==> config.mk <==
export PLATFORM = sky130hd
export DESIGN_NAME = rjust_deserializer
export DESIGN_NICKNAME = d
export VERILOG_FILES = /design/src/rtl/rjd_pkg.sv /design/src/rtl/rjd_ctrl.sv /design/src/rtl/rjd_datapath.sv /design/src/rtl/rjust_deserializer.sv
export SDC_FILE = /design/constraint.sdc
export NUM_CORES = 1
export LEC_CHECK = 0
export BUFFER_PORTS_ARGS = -buffer_cell sky130_fd_sc_hd__buf_2
export CORE_ASPECT_RATIO = 0.6
export CORE_MARGIN = 8
export CORE_UTILIZATION = 51
export CTS_BUF_LIST = sky130_fd_sc_hd__clkbuf_8
export CTS_CLUSTER_DIAMETER = 60
export DETAILED_ROUTE_END_ITERATION = 8
export PLACE_DENSITY = 0.78
export SYNTH_ARGS = -nofsm -noshare
export SYNTH_HDL_FRONTEND = slang
export SYNTH_SLANG_ARGS = --single-unit
==> constraint.sdc <==
create_clock -name clk -period 1.15 [get_ports clk]
set_input_delay 0.0575 -clock clk [delete_from_list [all_inputs] [get_ports clk]]
set_output_delay 0.0575 -clock clk [all_outputs]
set_load 0.02 [all_outputs]
==> src/rtl/rjd_pkg.sv <==
package rjd_pkg;
  typedef struct packed {
    logic shiftEn;
    logic latchLeft;
    logic latchRight;
  } rjdCtl_t;
endpackage

==> src/rtl/rjd_ctrl.sv <==
module rjd_ctrl
  import rjd_pkg::*;
(
  input  logic    clk,
  input  logic    rstN,
  input  logic    bitStrobe,
  input  logic    chanSel,
  output rjdCtl_t ctl
);
  logic prevSel;

  always_ff @(posedge clk or negedge rstN) begin
    if (!rstN) prevSel <= 1'b0;
    else       prevSel <= chanSel;
  end

  always_comb begin
    ctl.shiftEn    = bitStrobe;
    ctl.latchLeft  = chanSel & ~prevSel;
    ctl.latchRight = ~chanSel & prevSel;
  end
endmodule

==> src/rtl/rjd_datapath.sv <==
module rjd_datapath
  import rjd_pkg::*;
#(
  parameter int DATA_W = 16
) (
  input  logic              clk,
  input  logic              rstN,
  input  logic              serialIn,
  input  rjdCtl_t           ctl,
  output logic [DATA_W-1:0] sampleLeft,
  output logic [DATA_W-1:0] sampleRight,
  output logic              validLeft,
  output logic              validRight
);
  localparam int TOP = DATA_W - 1;

  logic [TOP:0] shiftReg;

  always_ff @(posedge clk or negedge rstN) begin
    if (!rstN) shiftReg <= '0;
    else if (ctl.shiftEn) shiftReg <= {shiftReg[TOP-1:0], serialIn};
  end

  always_ff @(posedge clk or negedge rstN) begin
    if (!rstN) begin
      sampleLeft  <= '0;
      sampleRight <= '0;
      validLeft   <= 1'b0;
      validRight  <= 1'b0;
    end else begin
      validLeft  <= ctl.latchLeft;
      validRight <= ctl.latchRight;
      if (ctl.latchLeft)  sampleLeft  <= shiftReg;
      if (ctl.latchRight) sampleRight <= shiftReg;
    end
  end

  AST_SERIAL_ENTRY: assert property (@(posedge clk) disable iff (!rstN)
    $past(ctl.shiftEn) |-> shiftReg[0] == $past(serialIn));
  AST_SHIFT_HOLD: assert property (@(posedge clk) disable iff (!rstN)
    !$past(ctl.shiftEn) |-> shiftReg == $past(shiftReg));
  AST_LEFT_CAPTURE: assert property (@(posedge clk) disable iff (!rstN)
    validLeft |-> sampleLeft == $past(shiftReg));
  AST_RIGHT_CAPTURE: assert property (@(posedge clk) disable iff (!rstN)
    validRight |-> sampleRight == $past(shiftReg));
  AST_SINGLE_VALID: assert property (@(posedge clk) disable iff (!rstN)
    !(validLeft && validRight));
  AST_LEFT_STABLE: assert property (@(posedge clk) disable iff (!rstN)
    !validLeft |-> sampleLeft == $past(sampleLeft));
  AST_RIGHT_STABLE: assert property (@(posedge clk) disable iff (!rstN)
    !validRight |-> sampleRight == $past(sampleRight));
endmodule

==> src/rtl/rjust_deserializer.sv <==
module rjust_deserializer
  import rjd_pkg::*;
#(
  parameter int DATA_W = 16
) (
  input  logic              clk,
  input  logic              rstN,
  input  logic              bitStrobe,
  input  logic              serialIn,
  input  logic              chanSel,
  output logic [DATA_W-1:0] sampleLeft,
  output logic [DATA_W-1:0] sampleRight,
  output logic              validLeft,
  output logic              validRight
);
  rjdCtl_t ctl;

  rjd_ctrl u_ctrl (
    .clk       (clk),
    .rstN      (rstN),
    .bitStrobe (bitStrobe),
    .chanSel   (chanSel),
    .ctl       (ctl)
  );

  rjd_datapath #(.DATA_W(DATA_W)) u_dp (
    .clk         (clk),
    .rstN        (rstN),
    .serialIn    (serialIn),
    .ctl         (ctl),
    .sampleLeft  (sampleLeft),
    .sampleRight (sampleRight),
    .validLeft   (validLeft),
    .validRight  (validRight)
  );

  AST_LEFT_ON_RISE: assert property (@(posedge clk) disable iff (!rstN)
    validLeft |-> $past(chanSel));
  AST_RIGHT_ON_FALL: assert property (@(posedge clk) disable iff (!rstN)
    validRight |-> !$past(chanSel));
endmodule

Yosys cells after proc, flatten, opt, wreduce, memory -nomap -nowiden --
Index checks and enable logic that the tools add are counted.
Storage, ports and cells: output and inout bits 34, word-level logic and storage cells 10, register bits 51
Cells by class: bitwise operators 4
Operators by type and width (number):
- $and A1 B1 Y1 | 2
- $not A1 Y1 | 2

Longest topological paths before layout --
depth after elaboration 2, mapped depth 4, depth with buffers taken out 2

Cells and area by module --
From an unflattened synthesis, not the netlist that was laid out.
Second synthesis, totals: cell total of the unflattened synthesis 108, area, all modules 2045.7 um2
Modules (own cells, without submodules):
- rjd_datapath | instances 1, sequential area each 1251.2 um2, area each 1998.2 um2, cells an instance 104
- rjd_ctrl | instances 1, sequential area each 25.0 um2, area each 47.5 um2, cells an instance 4

Worst setup path before layout --
OpenSTA, ideal clock, no wires.
path type reg2reg, start register u_ctrl.prevSel, end register u_dp.sampleLeft[10], setup slack -14 ps, arrival time 1039 ps, data required time 1025 ps, setup time 125 ps, cell stages (with the launch flop) 5, cells stage by stage dfrtp_1 -> nand2b_1 -> buf_6 -> buf_12 -> mux2_4
Between the ends: cells in the longest elaborated chain, start to end 2
Ends and longest elaborated chain:
- from (decl) | RTL line rjd_ctrl.sv:10 | logic prevSel;
- from (signal assigned) | RTL line rjd_ctrl.sv:14 | else prevSel <= chanSel;
- $not A1 Y1 | RTL line rjd_ctrl.sv:19 | ctl.latchLeft = chanSel & ~prevSel;
- $and A1 B1 Y1 | RTL line rjd_ctrl.sv:19
- to (signal assigned) | RTL line rjd_datapath.sv:33 | if (ctl.latchLeft) sampleLeft <= shiftReg;
- to (decl) | RTL line rjd_datapath.sv:10 | output logic [DATA_W-1:0] sampleLeft,
Every way passes these cells. A chain may end at the register's enable or synchronous reset.

Worst setup path after layout --
start register u_ctrl.prevSel, end register u_dp.sampleLeft[4]
The elaborated chain is that of the path after synthesis.

==> results.md <==
* Max incr delay on CP at 0.38 ns
* Worst Tran Pin Value at ~0.37 ns
* TritonCTS Sinks at 51
* Antenna Nets Post-Route at 0
* Status: finished with violations
* Storage element area at 1280 um2
* First-iteration detailed-routing DRC count at 56
* Synth top area share at 64.6%
* Synth Cell Area at 1980 um2
* Max FO, Critical Path at 17
* HPWL after detailed placement at around 2400 um
* Worst r2r path cells at 2
* Worst Min Path Start: chanSel
* WL met2 at 1570 um
* Final hold violations at 0
* Clk slew on worst S/H paths at 0.09 ns
* # rows at 17
* Setup violators final at 7
* CTS tree: yes
* Port Buffers at 38
* Final non-filler cell total at 201
* Critical path arrival at roughly 1.4 ns
* Post-CTS Setup Bufs at 0
* First-pass DRT Iterations at 3
* Max-cap violations at 0
* Largest area contributor in the netlist: dfrtp_1
* Pwr Density at 2610 nW/um2
* Min cycle time layout at 1.18 ns
* CTS buffer count at 5
* Slew Limit Fails at 0
* Synth top area cells: dfrtp_1 (65%), mux2_2 (17%), mux2_4 (14%)
* Die X at between 90 and 100 um
* GP Congestion at 0.676
* Routed WL per cell at 17.4 um
* Post-synthesis cell type count at 9
* Crit end category: flop
* DRC violations left at 0
* CTS max path bufs at 2
* RSZ-0062 raised after global routing: true
* Multi-input logic area at about 650 um2
* Post-synthesis sequential area ratio at 64.6%
* Met3 WL at 312 um
* Placed cell count at 190
* Antenna violations before repair at 0
* GRT overflow at 0
* CP startpoint kind: flop
* Uppermost layer routed: met4
* Worst Hold End: u_dp.validRight
* Crit Reg-Reg Endpoint: u_dp.sampleLeft[4]
* Largest net degree at the start of global routing at 52
* WL met1 at approximately 1600 um
* Clk_skew at 0.00662 ns
* Syn nets at roughly 110
* Crit path max-delay family: multiplexers
* YS warnings at 0
* Reg2Reg Launch Point: u_ctrl.prevSel
* Pleak at ~0.0012 uW
* Syn Area/Cell at 18.3 um2
* FILL cells at 289
* Slew HR at roughly 76%
* Crit Path Category: reg -> reg
* Flop-to-flop setup slack at -0.03 ns
* Detailed Route WL at roughly 3500 um
* Total GRT Usage at about an eighth
* Worst Hold Class: in -> reg
* Worst Path Buf+Inv at 0
* Hold WS at roughly 0.17 ns
* Final core utilization at a little over three fifths
* Min-Delay Path Depth at 3
* Data required, critical path at 1.33 ns
* Clk root buf: clkbuf_8
* Io pins at 39
* Core ar. at 3700 um2
* # diodes at 0
* Via density per instance at 5.00
* Die Area at 6190 um2
* Die Ht at 64.2 um
* Crit-path slowest cell: mux2_2
* Yosys reg bits at 51
* Tcrit/Tclk final at 102%
* Crit path cell chain: nand2b_4 -> mux2_2
* Share of cells above drive strength 1 at 64.3%
* Max Freq at 850 MHz
* H-tree depth at 2
* Initial Utilization at 53.4%
* First-pass GRT wire length at 5980 um
* Worst Slack Setup Final at -0.0266 ns
* Clock latency on the worst-skew pair at about 0.3 ns
* Number of global-route vias before repair at approximately 1,100
* Layout area overhead at 18.5%
* DP Area at 2210 um2
* Peak supply drop at 1040 uV
* Vias at 1,004
* Post-route cell area at 2340 um2
* Post-synthesis cell count at 108
* # nets final at 158
* Failing checks: setup timing
-- repair_timing --
| action | CTS | global route |
|---|---|---|
| hold endpoints to repair | 53 | 0 |
| hold buffers | 3 | 0 |
| endpoints found under the setup margin | 9 | 31 |
| resized for setup | 2 | 2 |
-- worst min-delay path: stages --
cell	delay (ns)
buf_2	0.15
nor2b_4	0.06
buf_12	0.15
-- stage by stage --
step | total power [uW] | setup WS [ns] | TNS (ns)
3_5_place_dp | 5180 | -0.00872 | -0.0163
2_1_floorplan | 4370 | -0.00899 | -0.0809
5_1_grt | 6500 | -0.0515 | -0.627
6_report | 6120 | -0.0266 | -0.125
4_1_cts | 6190 | -0.0275 | -0.150
3_3_place_gp | 5070 | 0.0329 | 0
-- layer usage --
layer	vias to the layer above	track usage [%]
li1	459	-
met1	516	15.5
met2	23	19.0
met3	6	5.83
met4	0	5.63
met5	-	0
-- placed cells by master (no fill, tap or decap), drive strengths merged --
cell,synthesis,routed
buf,6,41
clkbuf,0,5
clkinv,0,3
dfrtp,51,51
dlygate4sd3,0,3
inv,1,1
mux2,48,48
nand2b,1,1
nor2b,1,1
-- Yosys cell counts --
cell / instances
buf_6: 2
mux2_4: 18
mux2_2: 30
buf_12: 2
inv_1: 1
nand2b_1: 1
nor2b_2: 1
dfrtp_1: 51
buf_2: 2
-- power by group --
group | switching [uW] | leakage [uW] | internal [uW]
Sequential | 496 | 0.000613 | 2490
Clock | 557 | 0.0000477 | 417
Combinational | 1080 | 0.000501 | 1080
Total | 2130 | 0.00116 | 3990
-- registers in the layout, indices dropped and copies added, names as in the netlist --
register,count
u_ctrl.prevSel,1
u_dp.sampleLeft,16
u_dp.sampleRight,16
u_dp.shiftReg,16
u_dp.validLeft,1
u_dp.validRight,1
-- worst max path at each step --
stage / startpoint / to / cells after the start
after floorplan: u_ctrl.prevSel / u_dp.sampleLeft[10] / 4
after global placement: u_ctrl.prevSel / u_dp.sampleLeft[4] / 2
after detailed placement: u_ctrl.prevSel / u_dp.sampleLeft[5] / 2
after CTS: u_ctrl.prevSel / u_dp.sampleLeft[1] / 2
after global routing: u_ctrl.prevSel / u_dp.sampleLeft[4] / 2
final: u_ctrl.prevSel / u_dp.sampleLeft[4] / 2
-- cells by family (layout without fill, tap and decap cells) --
family	Yosys count	count (layout)	synth area share [%]
flops	51	51	64.6
simple gates	2	2	0.760
buf+inv	7	53	3.86
mux	48	48	30.8
-- layout make-up --
type	count	share of cell area, %
clock buffers	5	2.94
well taps	47	2.51
inverters	1	0.160
multi-input cells	50	27.6
repair buffers	44	11.6
clock inverters	3	0.641
flip-flops and latches	51	54.5
Note: power is estimated with default switching activity, not from simulation.
